[src/rtl/sc_status_pkg.sv]
package sc_status_pkg;
  localparam int WORD_W      = 32;
  localparam int SIG_COUNT   = 8;
  // command word bit positions
  localparam int CMD_HALT_CLR = 0;
  localparam int CMD_HALT_SET = 1;
  localparam int CMD_BRK_CLR  = 2;
  localparam int CMD_IRQ_CLR  = 3;
  localparam int CMD_IRQ_SET  = 4;
  localparam int CMD_SS_CLR   = 5;
  localparam int CMD_SS_SET   = 6;
  localparam int CMD_IB_CLR   = 7;
  localparam int CMD_IB_SET   = 8;
  localparam int CMD_SIG_BASE = 9;
  localparam int CMD_USED     = CMD_SIG_BASE + 2 * SIG_COUNT;
  // read word bit positions
  localparam int RD_HALT     = 0;
  localparam int RD_BRK      = 1;
  localparam int RD_DMA      = 2;
  localparam int RD_SS       = 5;
  localparam int RD_IB       = 6;
  localparam int RD_SIG_BASE = 7;

  typedef struct packed {
    logic                 halt;
    logic                 broke;
    logic                 sstep;
    logic                 int_brk;
    logic [SIG_COUNT-1:0] sig;
  } status_t;
endpackage

[src/rtl/sc_pair_flag.sv]
module sc_pair_flag #(
  parameter logic RESET_VAL = 1'b0
) (
  input  logic clk,
  input  logic rst_n,
  input  logic wr_en,
  input  logic set_cmd,
  input  logic clr_cmd,
  output logic q
);
  logic set_only, clr_only;
  assign set_only = wr_en && set_cmd && !clr_cmd;
  assign clr_only = wr_en && clr_cmd && !set_cmd;

  always_ff @(posedge clk) begin
    if (!rst_n)        q <= RESET_VAL;
    else if (set_only) q <= 1'b1;
    else if (clr_only) q <= 1'b0;
  end

  p_set_alone_r1: assert property (@(posedge clk) disable iff (!rst_n)
    (wr_en && set_cmd && !clr_cmd) |=> q);
  p_clr_alone_r1: assert property (@(posedge clk) disable iff (!rst_n)
    (wr_en && clr_cmd && !set_cmd) |=> !q);
  p_both_hold_r2: assert property (@(posedge clk) disable iff (!rst_n)
    (wr_en && set_cmd && clr_cmd) |=> $stable(q));
  p_idle_hold_r9: assert property (@(posedge clk) disable iff (!rst_n)
    !wr_en |=> $stable(q));
endmodule

[src/rtl/sc_halt_ctl.sv]
module sc_halt_ctl (
  input  logic clk,
  input  logic rst_n,
  input  logic wr_en,
  input  logic set_cmd,
  input  logic clr_cmd,
  output logic halt,
  output logic halt_pulse
);
  sc_pair_flag #(.RESET_VAL(1'b1)) u_flag (
    .clk(clk), .rst_n(rst_n), .wr_en(wr_en),
    .set_cmd(set_cmd), .clr_cmd(clr_cmd), .q(halt)
  );

  always_ff @(posedge clk) begin
    if (!rst_n) halt_pulse <= 1'b0;
    else        halt_pulse <= wr_en && set_cmd && !clr_cmd && !halt;
  end

  p_pulse_on_rise_r6: assert property (@(posedge clk) disable iff (!rst_n)
    halt_pulse |-> (halt && !$past(halt)));
  p_pulse_single_r6: assert property (@(posedge clk) disable iff (!rst_n)
    halt_pulse |=> !halt_pulse);
endmodule

[src/rtl/sc_status_pack.sv]
module sc_status_pack
  import sc_status_pkg::*;
(
  input  status_t             st,
  input  logic                dma_busy,
  output logic [WORD_W-1:0]   word
);
  always_comb begin
    word          = '0;
    word[RD_HALT] = st.halt;
    word[RD_BRK]  = st.broke;
    word[RD_DMA]  = dma_busy;
    word[RD_SS]   = st.sstep;
    word[RD_IB]   = st.int_brk;
    word[RD_SIG_BASE +: SIG_COUNT] = st.sig;
  end
endmodule

[src/rtl/sc_status_reg.sv]
module sc_status_reg
  import sc_status_pkg::*;
(
  input  logic              clk,
  input  logic              rst_n,
  input  logic              wr_en,
  input  logic [WORD_W-1:0] wr_data,
  input  logic              break_evt,
  input  logic              dma_busy_in,
  output logic [WORD_W-1:0] rd_data,
  output logic              irq_req,
  output logic              halt_pulse
);
  status_t st;
  logic    unused_hi;
  assign unused_hi = ^wr_data[WORD_W-1:CMD_USED];

  sc_halt_ctl u_halt (
    .clk(clk), .rst_n(rst_n), .wr_en(wr_en),
    .set_cmd(wr_data[CMD_HALT_SET]), .clr_cmd(wr_data[CMD_HALT_CLR]),
    .halt(st.halt), .halt_pulse(halt_pulse)
  );

  sc_pair_flag u_sstep (
    .clk(clk), .rst_n(rst_n), .wr_en(wr_en),
    .set_cmd(wr_data[CMD_SS_SET]), .clr_cmd(wr_data[CMD_SS_CLR]), .q(st.sstep)
  );

  sc_pair_flag u_intbrk (
    .clk(clk), .rst_n(rst_n), .wr_en(wr_en),
    .set_cmd(wr_data[CMD_IB_SET]), .clr_cmd(wr_data[CMD_IB_CLR]), .q(st.int_brk)
  );

  sc_pair_flag u_irq (
    .clk(clk), .rst_n(rst_n), .wr_en(wr_en),
    .set_cmd(wr_data[CMD_IRQ_SET]), .clr_cmd(wr_data[CMD_IRQ_CLR]), .q(irq_req)
  );

  for (genvar i = 0; i < SIG_COUNT; i++) begin : g_sig
    sc_pair_flag u_sig (
      .clk(clk), .rst_n(rst_n), .wr_en(wr_en),
      .set_cmd(wr_data[CMD_SIG_BASE + 2*i + 1]),
      .clr_cmd(wr_data[CMD_SIG_BASE + 2*i]),
      .q(st.sig[i])
    );
  end

  // broke: event-only set, command-only clear, event wins a tie
  always_ff @(posedge clk) begin
    if (!rst_n)                          st.broke <= 1'b0;
    else if (break_evt)                  st.broke <= 1'b1;
    else if (wr_en && wr_data[CMD_BRK_CLR]) st.broke <= 1'b0;
  end

  sc_status_pack u_pack (.st(st), .dma_busy(dma_busy_in), .word(rd_data));

  p_break_sets_r4: assert property (@(posedge clk) disable iff (!rst_n)
    break_evt |=> rd_data[RD_BRK]);
  p_brk_clear_r4: assert property (@(posedge clk) disable iff (!rst_n)
    (wr_en && wr_data[CMD_BRK_CLR] && !break_evt) |=> !rd_data[RD_BRK]);
  p_dma_follow_r7: assert property (@(posedge clk) disable iff (!rst_n)
    rd_data[RD_DMA] == dma_busy_in);
  p_zero_bits_r3: assert property (@(posedge clk) disable iff (!rst_n)
    rd_data[4:3] == 2'b00 && rd_data[WORD_W-1:RD_SIG_BASE+SIG_COUNT] == '0);
endmodule

[config.mk]
export PLATFORM = sky130hd
export DESIGN_NAME = sc_status_reg
export DESIGN_NICKNAME = d
export VERILOG_FILES = /design/src/rtl/sc_status_pkg.sv /design/src/rtl/sc_pair_flag.sv /design/src/rtl/sc_halt_ctl.sv /design/src/rtl/sc_status_pack.sv /design/src/rtl/sc_status_reg.sv
export SDC_FILE = /design/constraint.sdc
export NUM_CORES = 1
export LEC_CHECK = 0
export BUFFER_PORTS_ARGS = -buffer_cell sky130_fd_sc_hd__clkbuf_2
export CAP_MARGIN = 5
export CORE_UTILIZATION = 30
export DETAILED_ROUTE_END_ITERATION = 8
export GPL_TIMING_DRIVEN = 0
export PLACE_DENSITY = 0.62
export SLEW_MARGIN = 10
export SYNTH_ARGS = -nofsm -noshare
export SYNTH_HDL_FRONTEND = slang
export SYNTH_SLANG_ARGS = --single-unit
[constraint.sdc]
create_clock -name clk -period 1.3 [get_ports clk]
set_clock_uncertainty 0.1 [all_clocks]
set_input_delay 0.39 -clock clk [delete_from_list [all_inputs] [get_ports clk]]
set_output_delay 0.39 -clock clk [all_outputs]
set_load 0.01 [all_outputs]
# Word-level counts from Yosys, hierarchy flattened
# Cells that the tools add are included.
[totals]
register_bits = 14
input_bits = 37
output_inout_bits = 34
wordCells = 127
[op_classes]
n_mux = 24
bitwise_logic = 1
reduce_logical = 88
[ops]
columns = ["operator", "n"]
rows = [
  ["logical AND 1 bit", 50],
  ["logical NOT 1 bit", 25],
  ["two-way mux 1 bit", 24],
  ["nonzero test 2 bit", 12],
  ["OR reduction 2 bit", 1],
  ["inverter 1 bit", 1],
]

# Longest topological paths before layout
[depth]
word_depth = 4
depth_mapped = 4
depth_no_buf = 3

# Hierarchy
# From an unflattened synthesis, not the netlist that was laid out.
[hier_totals]
hier_cells = 122
hier_area_um2 = 864.6
[by_module_without_submodules]
columns = ["mod", "n_inst", "cells_per_inst", "area_each_um2", "seq_area_each_um2"]
rows = [
  ["sc_pair_flag at g_sig[0].u_sig ...", 11, 7, 46.3, 20.0],
  ["sc_status_pack", 1, 33, 244.0, 0.0],
  ["sc_pair_flag at u_halt.u_flag", 1, 5, 43.8, 20.0],
  ["sc_status_reg", 1, 4, 35.0, 20.0],
  ["sc_halt_ctl", 1, 3, 32.5, 20.0],
]

# Worst setup path before layout
# OpenSTA, ideal clock, no wires.
[synth_path]
path_kind = "input -> register"
from = "in wr_en"
to = "reg g_sig[1].u_sig.q"
setup_ns = 0.115
t_arrival_ns = 0.816
required_ns = 1.085
path_slack_ns = 0.269
cell_stages = 4
n_path_buf = 1
path_cell_list = "buf_6 -> a21oi_1 -> o2bb2ai_1 -> and2_1"
[synth_between]
elab_chain_cells = 3
elab_cells_between_ends = 6
classes_between = "mux: 1; reduce/logical: 5"
[synth_lines]
columns = ["element", "line_no", "text"]
rows = [
  ["start, declared", "sc_status_reg.sv:6", "input logic wr_en,"],
  ["logical AND 1 bit, on equally long branches (2 in a row)", "sc_pair_flag.sv:12, sc_pair_flag.sv:13", ""],
  ["two-way mux 1 bit / nonzero test 2 bit (equally long branches)", "n/a", ""],
  ["end signal, assigned", "sc_pair_flag.sv:16", "if (!rst_n) q <= RESET_VAL;"],
  ["end signal, assigned", "sc_pair_flag.sv:17", "else if (set_only) q <= 1'b1;"],
  ["end signal, assigned", "sc_pair_flag.sv:18", "else if (clr_only) q <= 1'b0;"],
  ["end, declared", "sc_pair_flag.sv:9", "output logic q"],
]
# Parallel ways exist; a longest one is shown, timed or not.
# A chain may end at the register's enable or synchronous reset.

# Worst setup path in the final report
[layout_path]
from = "reg st[10] (netlist name)"
to = "out rd_data[1]"
[layout_rtl]
columns = ["element", "line_no", "text"]
rows = [
  ["end, declared", "sc_status_reg.sv:10", "output logic [WORD_W-1:0] rd_data,"],
]
# No word-level cell between the ends.

==> impl_metrics.env <==
export IMPL_yosysWarnings=0
export IMPL_cp_max_fo=2
export IMPL_antenna_found_initial=0
export IMPL_clk_insertion_delay_late_ps=270
export IMPL_hold_viol=0
export IMPL_ctsHtreeMaxLevel=1
export IMPL_ant_nets=0
export IMPL_synth_area_leaders="dfxtp_1 (32%), buf_4 (26%), o2bb2ai_1 (9.9%)"
export IMPL_final_cells=198
export IMPL_synth_cell_types=17
export IMPL_pin_count=71
export IMPL_timing_final_crit_period_ps=1240
export IMPL_dp_cells=197
export IMPL_status="finished, final reports clean"
export IMPL_via_per_inst=4.15
export IMPL_fmax_mhz=808
export IMPL_antenna_diode_count=0
export IMPL_syn_cell_area_um2=881
export IMPL_critical_path_required_ps=810
export IMPL_hold_depth=3
export IMPL_finalPower_mw=1.00
export IMPL_report_final_slew_viol_count=0
export IMPL_cts_buffer_depth=2
export IMPL_final_common_cell="clkbuf_2"
export IMPL_worst_path_stages=1
export IMPL_synth_top_area_frac=0.318
export IMPL_rsz0062_at_grt="no"
export IMPL_final_setup_viol_count=0
export IMPL_start_kind="flop"
export IMPL_final_cell_mix="clkbuf_2 (42), buf_4 (29), conb_1 (19), a21oi_1 (13), dfxtp_2 (12)"
export IMPL_cts_tree="done"
export IMPL_vdd_drop_max_mv=0.501
export IMPL_min_period_over_period=0.952
export IMPL_core_um2=2760
export IMPL_rows=19
export IMPL_power_density_nw_per_um2=816
export IMPL_cts_root_buf="clkbuf_4"
export IMPL_slowest_delay_ps=340
export IMPL_avgSynthCellArea_um2=8.39
export IMPL_gr_total_overflow=0
export IMPL_clk_pin_slew_ps=80
export IMPL_die_w_um=56.2
export IMPL_rr_worst_depth=4
export IMPL_max_cap_violations=0
export IMPL_area_growth_pct=39.8
export IMPL_wire_per_inst_um=9.26
export IMPL_seq_area_frac_synth=0.318
export IMPL_cts_sinks=14
export IMPL_finalWirelength_mm=1.83
export IMPL_postSynthCellCount=105
export IMPL_path_delay_family="flip-flops"
export IMPL_dr_pass1_iters=4
export IMPL_drc=0
export IMPL_setup_tns_ps=0
export IMPL_yosysTopAreaCell="dfxtp_1"
export IMPL_place_area_um2=1200
export IMPL_grt_pass1_wl_mm=3.11
export IMPL_min_path_type="primary input to flop"
export IMPL_fin_area_um2=1230
export IMPL_place_congestion=0.669
export IMPL_crit_type="flop to primary output"
export IMPL_drive_gt1_frac=0.533
export IMPL_start_util=0.319
export IMPL_first_iter_violations=10
export IMPL_cts_hold_buf=0
export IMPL_hpwl_mm=1.45
export IMPL_port_buffers=43
export IMPL_end_kind="primary output"
export IMPL_cp_slowest_cell="dfxtp_1"
export IMPL_leakagePower_nw=0.660
export IMPL_die_h_um=56.2
export IMPL_die_area_um2=3160
export IMPL_crit_chain="clkbuf_2"
export IMPL_synth_seq_cells=14
export IMPL_numCtsBuffers=3
export IMPL_cp_arrival_ps=750
export IMPL_grtUsageTotal=0.124
export IMPL_path_buf_inv=1
export IMPL_final_nets=206
export IMPL_num_vias=822
export IMPL_grt_pass1_vias=795
export IMPL_grt_max_degree=11
==> kinds of logic (layout without fill, tap and decap cells) <==
group           count (synthesis)  count (layout)  share of synthesized area
buf+inv                        35              79                      0.298
other cells                     1              19                    0.00426
compound gates                 25              25                      0.185
flops                          14              14                      0.318
simple gates                   30              30                      0.195
==> cell usage after synthesis <==
library cell	count
dfxtp_1	14
o21ai_0	1
and2b_1	1
buf_6	2
a21oi_1	13
nand2b_1	10
nor2b_1	1
buf_4	31
o21ai_1	1
conb_1	1
o2bb2ai_1	10
nor2_1	2
nand2_1	4
nand3_1	2
clkbuf_1	1
inv_1	1
and2_1	10
==> worst min-delay path: stages <==
cell and delay (ps):
clkbuf_2 90, nand3_1 60, nor2_1 30
==> what timing repair did <==
item	4_1_cts	5_1_grt
buffers inserted	9	0
pin swaps	0	0
hold endpoints to repair	0	0
gates cloned	0	0
gates resized for setup	11	3
endpoints found under the setup margin	11	2
==> area by class of cell <==
cell class	count	area (um^2)
Multi-Input combinational cell	74	405
Tap cell	31	38.8
Timing Repair Buffer	52	289
Clock buffer	3	22.5
Sequential cell	14	295
Fill cell	289	1530
Buffer	23	176
Inverter	1	3.75
==> registers in the layout (all words and copies together), names as in the netlist <==
name and flops:
g_sig.u_sig.q 8, st 1, u_halt.halt_pulse 1, u_halt.u_flag.q 1, u_intbrk.q 1, u_irq.q 1
u_sstep.q 1
==> power breakdown <==
part	leakage, nW	internal (mW)	switching, mW	total, mW
logic	0.527	0.166	0.130	0.296
clock network	0.0138	0.107	0.124	0.231
registers	0.119	0.461	0.0154	0.477
==> stage by stage <==
stage	hold slack, ps	util	setup slack, ps
after floorplan	327	-	269
final	234	0.446	62.5
after detailed placement	345	0.436	-22.1
after global routing	230	0.446	4.72
after CTS	222	0.446	-29.1
after global placement	344	0.436	18.1
==> final timing paths <==
check | slack (ps) | end | startpoint
max reg2reg | 270 | g_sig[0].u_sig.q | g_sig[0].u_sig.q
min | 230 | u_halt.halt_pulse | wr_data[1]
max | 60 | rd_data[1] | st[10]
min reg2reg | 420 | u_halt.halt_pulse | u_halt.u_flag.q
==> metal layers <==
metal  routed length (um)  vias up  GRT usage
li1                     -      424          -
met1                  773      355      0.129
met2                  903       43      0.238
met3                  157        0     0.0419
met4                    0        0     0.0244
met5                    0        -          0
Note: power is estimated with default switching activity, not from simulation.
